==> src/rtl/sram_ce_pkg.sv <==
package sram_ce_pkg;
  localparam int unsigned ADDR_W = 17;
  localparam int unsigned BUS_W  = 15;
  localparam int unsigned SYNC_STAGES = 2;
endpackage

==> src/rtl/sram_ce_sync.sv <==
module sram_ce_sync #(
  parameter int unsigned STAGES = 2
) (
  input  logic clk_i,
  input  logic rst_ni,
  input  logic d_i,
  output logic q_o
);
  logic [STAGES-1:0] chain_q;

  always_ff @(posedge clk_i or negedge rst_ni) begin
    if (!rst_ni) chain_q <= '0;
    else         chain_q <= {chain_q[STAGES-2:0], d_i};
  end

  assign q_o = chain_q[STAGES-1];
endmodule

==> src/rtl/sram_ce_region.sv <==
module sram_ce_region #(
  parameter int unsigned ADDR_W = 17,
  parameter int unsigned BUS_W  = 15,
  localparam int unsigned BLK_W = ADDR_W - BUS_W
) (
  input  logic [ADDR_W-1:0] addr_i,
  input  logic [BLK_W:0]    prog_bound_i,
  output logic [BLK_W-1:0]  blk_o,
  output logic              prog_o
);
  assign blk_o  = addr_i[ADDR_W-1:BUS_W];
  // blocks below the boundary hold program
  assign prog_o = ({1'b0, blk_o} < prog_bound_i);
endmodule

==> src/rtl/sram_ce_strobe.sv <==
module sram_ce_strobe (
  input  logic clk_i,
  input  logic rst_ni,
  input  logic rd_req_i,
  input  logic wr_req_i,
  input  logic prog_i,
  input  logic pf_i,
  output logic load_o,
  output logic cs_act_o,
  output logic we_act_o,
  output logic pf_o
);
  logic wr_act_q, we_q, cs_q, pf_q;
  logic any_req, hold_d, cs_d, we_d;

  assign any_req = (rd_req_i | wr_req_i) & ~pf_i;
  // keep the select one cycle past the strobe's rising edge
  assign hold_d  = we_q & ~wr_req_i & ~pf_i;
  assign cs_d    = any_req | hold_d;
  assign we_d    = wr_req_i & wr_act_q & ~prog_i & ~pf_i;
  assign load_o  = any_req;

  always_ff @(posedge clk_i or negedge rst_ni) begin
    if (!rst_ni) begin
      wr_act_q <= 1'b0;
      we_q     <= 1'b0;
      cs_q     <= 1'b0;
      pf_q     <= 1'b0;
    end else begin
      wr_act_q <= wr_req_i & ~pf_i;
      we_q     <= we_d;
      cs_q     <= cs_d;
      pf_q     <= pf_i;
    end
  end

  assign cs_act_o = cs_q;
  assign we_act_o = we_q;
  assign pf_o     = pf_q;
endmodule

==> src/rtl/sram_ce_decoder.sv <==
module sram_ce_decoder
  import sram_ce_pkg::*;
#(
  parameter int unsigned AW = ADDR_W,
  parameter int unsigned BW = BUS_W,
  localparam int unsigned BLK_W = AW - BW,
  localparam int unsigned NCE   = 1 << BLK_W
) (
  input  logic          clk_i,
  input  logic          rst_ni,
  input  logic [AW-1:0] addr_i,
  input  logic          rd_req_i,
  input  logic          wr_req_i,
  input  logic          single_dev_i,
  input  logic [BLK_W:0] prog_bound_i,
  input  logic          pwr_fail_i,
  output logic [BW-1:0] mem_addr_o,
  output logic [NCE-1:0] cs_n_o,
  output logic          we_n_o
);
  logic             pf_s, pf_q, load, cs_act_q, we_act, prog;
  logic [BLK_W-1:0] blk, blk_q;
  logic [BW-1:0]    addr_q;

  sram_ce_sync #(.STAGES(SYNC_STAGES)) u_sync (
    .clk_i (clk_i), .rst_ni(rst_ni), .d_i(pwr_fail_i), .q_o(pf_s)
  );

  sram_ce_region #(.ADDR_W(AW), .BUS_W(BW)) u_region (
    .addr_i(addr_i), .prog_bound_i(prog_bound_i), .blk_o(blk), .prog_o(prog)
  );

  sram_ce_strobe u_strobe (
    .clk_i   (clk_i),
    .rst_ni  (rst_ni),
    .rd_req_i(rd_req_i),
    .wr_req_i(wr_req_i),
    .prog_i  (prog),
    .pf_i    (pf_s),
    .load_o  (load),
    .cs_act_o(cs_act_q),
    .we_act_o(we_act),
    .pf_o    (pf_q)
  );

  always_ff @(posedge clk_i or negedge rst_ni) begin
    if (!rst_ni) begin
      addr_q <= '0;
      blk_q  <= '0;
    end else if (load) begin
      addr_q <= addr_i[BW-1:0];
      blk_q  <= blk;
    end
  end

  assign mem_addr_o = addr_q;
  assign we_n_o     = ~we_act;

  for (genvar g = 0; g < NCE; g++) begin : g_pin
    logic split_v, single_v;
    assign split_v = ~(cs_act_q && (blk_q == BLK_W'(g)));
    if (g == 0) begin : g_en
      assign single_v = ~cs_act_q;
    end else if (g <= BLK_W) begin : g_abit
      // pin g carries address bit (BW + BLK_W - g)
      assign single_v = blk_q[BLK_W-g];
    end else begin : g_off
      assign single_v = 1'b1;
    end
    assign cs_n_o[g] = pf_q | (single_dev_i ? single_v : split_v);
  end
endmodule

==> config.mk <==
export PLATFORM = sky130hd
export DESIGN_NAME = sram_ce_decoder
export DESIGN_NICKNAME = d
export VERILOG_FILES = /design/src/rtl/sram_ce_pkg.sv /design/src/rtl/sram_ce_sync.sv /design/src/rtl/sram_ce_region.sv /design/src/rtl/sram_ce_strobe.sv /design/src/rtl/sram_ce_decoder.sv
export SDC_FILE = /design/constraint.sdc
export NUM_CORES = 1
export LEC_CHECK = 0
export CORE_ASPECT_RATIO = 1.25
export CORE_MARGIN = 1.5
export CORE_UTILIZATION = 53
export DETAILED_ROUTE_END_ITERATION = 8
export DONT_BUFFER_PORTS = 1
export GPL_ROUTABILITY_DRIVEN = 0
export PLACE_DENSITY = 0.71
export SETUP_SLACK_MARGIN = 0.02
export SLEW_MARGIN = 10
export SYNTH_ARGS = -nofsm -noshare
export SYNTH_HDL_FRONTEND = slang
export SYNTH_HIERARCHICAL = 1
export SYNTH_SLANG_ARGS = --single-unit
==> constraint.sdc <==
create_clock -name clk_i -period 1.25 [get_ports clk_i]
set_input_delay 0.25 -clock clk_i [delete_from_list [all_inputs] [get_ports clk_i]]
set_output_delay 0.25 -clock clk_i [all_outputs]
set_load 0.02 [all_outputs]
== Word level (Yosys, flattened, before mapping) ==
Index checks and enable logic that the tools add are counted.
Word-level totals
  register bits after elaboration: 23
  latch bits: 0
  memory bits (writable): 0
  ROM bits: 0
  bits of input ports: 26
  logic and storage cells: 42
  memories: 0
Cells by class
  $add $sub $neg: 0
  multiply operators: 0
  divide/modulo/power cells: 0
  order comparisons: 1
  eq/ne operators: 3
  shift operators: 0
  muxes and demuxes: 4
  bitwise logic cells: 22
  reductions and logical operators: 5
Operators by type and width (number)
  $not A1 Y1: 9
  $and A1 B1 Y1: 7
  $or A1 B1 Y1: 6
  $eq A2 B2 Y1 const B: 2
  $logic_and A1 B1 Y1: 4
  $mux W1: 4
  $lt A2 B3 Y1: 1
  $eq A2 B1 Y1 const B: 1
  $logic_not A2 Y1: 1

== Logic depth before layout (Yosys ltp) ==
  depth after elaboration: 5
  mapped depth: 5
  gate-level depth less buffers: 5

== Hierarchy ==
The synthesis kept the hierarchy.
By module, submodules not included
  sram_ce_decoder: instances 1, cells each 45, area each 735.7 um2
  sram_ce_strobe: instances 1, cells each 10, area each 138.9 um2
  sram_ce_sync: instances 1, cells each 2, area each 50.0 um2
  sram_ce_region: instances 1, cells each 7, area each 48.8 um2

== Worst setup path before layout ==
OpenSTA, ideal clock, no wires.
  path kind: reg2reg
  start point: reg u_sync.chain_q[1]
  end point: reg blk_q[0]
  library setup time: 0.125 ns
  arrival: 1.109 ns
  path slack: 0.015 ns
  cell stages (with the launch flop): 5
  buffers on the path: 2
  clock period less this slack: 1.235 ns
  cell sequence: dfrtp_1 nor2_1 buf_6 buf_12 mux2_4
On the way
  cells in the longest elaborated chain, start to end: 2
Ends and longest elaborated chain
  start, declared: RTL line sram_ce_sync.sv:9  | logic [STAGES-1:0] chain_q;
  start signal, assigned: RTL line sram_ce_sync.sv:13  | else chain_q <= {chain_q[STAGES-2:0], d_i};
  $not A1 Y1: RTL line sram_ce_strobe.sv:16  | assign any_req = (rd_req_i | wr_req_i) & ~pf_i;
  $and A1 B1 Y1: RTL line sram_ce_strobe.sv:16
  net load: RTL line sram_ce_decoder.sv:21  | logic pf_s, pf_q, load, cs_act_q, we_act, prog;
  end signal, assigned: RTL line sram_ce_decoder.sv:52  | blk_q <= blk;
  end, declared: RTL line sram_ce_decoder.sv:22  | logic [BLK_W-1:0] blk, blk_q;
The timed path passes the listed nets, and every way through them passes these cells.
A chain may end at the register's enable or synchronous reset.

== Worst setup path in the final report ==
  start point: reg blk_q[1]
  end point: out cs_n_o[2]
On the way
  cells in the longest elaborated chain, start to end: 5
Ends and longest elaborated chain
  $eq A2 B2 Y1: RTL line sram_ce_decoder.sv:61  | assign split_v = ~(cs_act_q && (blk_q == BLK_W'(g)));
  $logic_and A1 B1 Y1: RTL line sram_ce_decoder.sv:61
  $not A1 Y1: RTL line sram_ce_decoder.sv:61
  $mux W1: RTL line sram_ce_decoder.sv:70  | assign cs_n_o[g] = pf_q | (single_dev_i ? single_v : split_v);
  $or A1 B1 Y1: RTL line sram_ce_decoder.sv:70
  end, declared: RTL line sram_ce_decoder.sv:18  | output logic [NCE-1:0] cs_n_o,
No other way between the ends.

==> impl_metrics.py <==
metrics = {
    "placed_design": {
        "hpwlAfterDp_um": 1060,
        "placed_cells": 83,
        "portBuffers": 0,
    },
    "cts": {
        "cts_tree": "yes",
        "clk_latency_ns": 0.29,
        "clk_path_buf_depth": 2,
        "clk_pin_slew_ns": 0.12,
        "cts_root_buffer": "clkbuf_4",
        "cts.sinks": 23,
        "h-tree-depth": 1,
        "cts_made_buffers": 3,
    },
    "finish": {
        "fin_cells": 91,
        "nets": 100,
        "synthToLayoutAreaGrowth_pct": 11.6,
        "seqCellArea_um2": 577,
        "fill_cells": 144,
        "drive_above_1_share_pct": 48.6,
        "multiInputGateArea_um2": 370,
        "antenna_cells": 0,
    },
    "routing": {
        "drtIter0Drc": 2,
        "wl_per_cell_um": 16.2,
        "drtAntennaViolNets": 0,
        "wirelength_um": 1470,
        "vias_per_cell": 5.67,
        "num_vias": 516,
        "firstDrtPassIters": 2,
        "drc": 0,
    },
    "floorplanning": {
        "die-height_um": 50.9,
        "io_pins": 46,
        "rows": 17,
        "initial_core_util_pct": 55.8,
        "core_um2": 1740,
        "dieArea_um2": 2100,
        "fp.dieW_um": 41.3,
    },
    "setup_path": {
        "cp.buffers_inverters": 0,
        "cp-start-kind": "flop",
        "critPathCaptureType": "output port",
        "crit_required_ns": 1.00,
        "critPathArrivalTime_ns": 1.22,
        "path_class": "flop to output port",
        "max_stage_delay_ns": 0.43,
        "slowest_stage": "dfrtp_1",
        "path_delay_family": "flip-flops",
        "cp_max_fo": 4,
        "crit_chain": "a21oi_2 > or3_4",
    },
    "timing": {
        "timing.fmax_mhz": 678,
        "finClkSkew_ns": 0.00546,
        "maxSlewViolCount": 0,
        "fin_hold_ws_ns": 0.0796,
        "finalHoldViolCount": 0,
        "worst_pin_slew_ns": 0.977,
        "period_needed_ns": 1.47,
        "setup_viol": 4,
        "worst_slack_ns": -0.224,
        "max_slew_margin_pct": 34.9,
        "period_share_pct": 118,
        "rsz0062_at_grt": "yes",
    },
    "min_path": {
        "worstHoldPathType": "primary input to flop",
    },
    "power": {
        "p_per_area_nw_per_um2": 1390,
        "pwr-share-seq_pct": 64.3,
        "clkPwrFrac_pct": 21.0,
        "p_int_mw": 1.09,
        "p_leak_nw": 0.504,
        "ir_drop_mv": 0.715,
        "power_switching_mw": 0.418,
        "switching_share_pct": 27.8,
        "pwr-share-comb_pct": 14.6,
    },
    "logic_synthesis": {
        "yosysUniqueCellTypes": 18,
        "syn_area_per_cell_um2": 15.2,
        "ys_seq_area_share_pct": 59.1,
        "yosys_warnings": 6,
        "ys_ff_latch": 23,
        "syn_nets": 91,
        "synth_area_um2": 973,
        "synthesis.instances": 64,
    },
    "global_routing": {
        "antenna_found_initial": 0,
        "grt_pass1_wl_um": 2050,
        "grt_overflow": 0,
        "grt.total_usage_pct": 14.6,
        "grt_pass1_vias": 502,
        "grt_max_degree": 24,
    },
    "outcome": {
        "status": "finished with violations",
        "violations": "setup timing",
    },
    "job": {
        "maxCapViolCount": 0,
    },
}
kinds of logic after synthesis:
kind of cell	after synthesis	share of synthesized area [%]
mux	17	23.5
compound gates	3	1.54
simple gates	14	9.00
flops	23	59.1
buf+inv	6	5.53
fa+ha+maj	1	1.29
cell type report:
cell class,count,share of cell area [%]
Sequential cell,23,53.1
Multi-Input combinational cell,35,34.1
Clock buffer,3,2.07
Inverter,2,0.691
Timing Repair Buffer,8,7.37
Tap cell,19,2.19
Clock inverter,1,0.461
metrics by stage:
stage	total power [mW]	worst slack, ns	setup TNS [ns]	util (%)	cell area, um^2
3_5_place_dp	1.16	0.0853	0	57.1	996
3_3_place_gp	1.15	0.110	0	57.1	996
2_1_floorplan	1.13	0.0300	0	-	973
5_1_grt	1.58	-0.295	-1.01	62.3	1090
6_report	1.50	-0.224	-0.689	62.3	1090
4_1_cts	1.51	-0.192	-0.593	60.8	1060
state kept, by name, indices dropped and copies added (netlist names):
| register | flops |
|---|---|
| mem_addr_o | 15 |
| blk_q | 2 |
| u_sync/chain_q | 2 |
| u_strobe/cs_act_o | 1 |
| u_strobe/pf_o | 1 |
| u_strobe/we_act_o | 1 |
| u_strobe/wr_act_q | 1 |
power groups by stage:
stage,sequential [mW],clock (mW),combinational (mW)
2_1_floorplan,0.965,0,0.165
3_3_place_gp,0.978,0,0.174
3_5_place_dp,0.980,0,0.181
4_1_cts,0.967,0.333,0.212
5_1_grt,0.980,0.360,0.241
6_report,0.968,0.317,0.220
cells in the mapped netlist:
| master | n | area share, % |
|---|---|---|
| inv_1 | 2 | 0.77 |
| nand4b_1 | 1 | 0.90 |
| mux2_2 | 7 | 8.1 |
| nor2b_1 | 1 | 0.64 |
| a21oi_1 | 2 | 1.0 |
| or3_1 | 3 | 1.9 |
| buf_12 | 1 | 2.1 |
| ha_1 | 1 | 1.3 |
| mux2_4 | 10 | 15 |
| nor2_1 | 5 | 1.9 |
| buf_6 | 1 | 1.2 |
| and3b_1 | 1 | 0.90 |
| nor2b_4 | 1 | 1.4 |
| nor3_1 | 1 | 0.51 |
| buf_4 | 2 | 1.5 |
| nor3b_1 | 1 | 0.77 |
| dfrtp_1 | 23 | 59 |
| o21ai_0 | 1 | 0.51 |
layout by cell type, fill, tap and decap left out:
cell,instances
dfrtp_1,22
mux2_4,10
mux2_2,7
buf_4,5
clkbuf_4,3
nor2_1,3
nor2_2,2
nor2b_4,2
or3_4,2
inv_1,2
o21ai_1,1
a21oi_1,1
a21oi_2,1
nand4b_1,1
dfrtp_2,1
clkinv_2,1
dlymetal6s4s_1,1
buf_12,1
nor3b_1,1
or3_1,1
ha_1,1
and3b_1,1
nor3_1,1
dlygate4sd3_1,1
worst register-to-register path, stage by stage, from the launching register on:
cell and delay (ns):
dfrtp_1 0.40, nor2_2 0.15, buf_4 0.18, mux2_2 0.33
layer usage:
layer	track usage, %	up-vias	wire length (um)
met2	24.2	22	793
met5	0	-	0
met4	8.06	0	16
met1	16.0	259	551
li1	-	233	-
met3	3.48	2	108
path summary, 6_finish.rpt:
path / slack [ns] / cells after the start / startpoint / endpoint
setup / recovery: -0.22 / 2 / blk_q[1] / cs_n_o[2]
max in group asynchronous: 0.43 / 1 / rst_ni / blk_q[0]
hold / removal: 0.08 / 1 / wr_req_i / u_strobe/wr_act_q
setup reg to reg: 0.08 / 3 / u_sync/chain_q[1] / mem_addr_o[11]
hold reg to reg: 0.36 / 0 / u_sync/chain_q[0] / u_sync/chain_q[1]
min in group asynchronous: 0.17 / 1 / rst_ni / u_strobe/wr_act_q
timing repair:
action                                  in CTS  in global routing
pin swaps                                    1                  3
cloned                                       0                  0
setup buffers                                1                  1
hold buffers                                 2                  0
endpoints found under the setup margin       4                 27
endpoints found under the hold margin       24                  0
resized for setup                            3                  6
(Power assumes the default switching activity.)
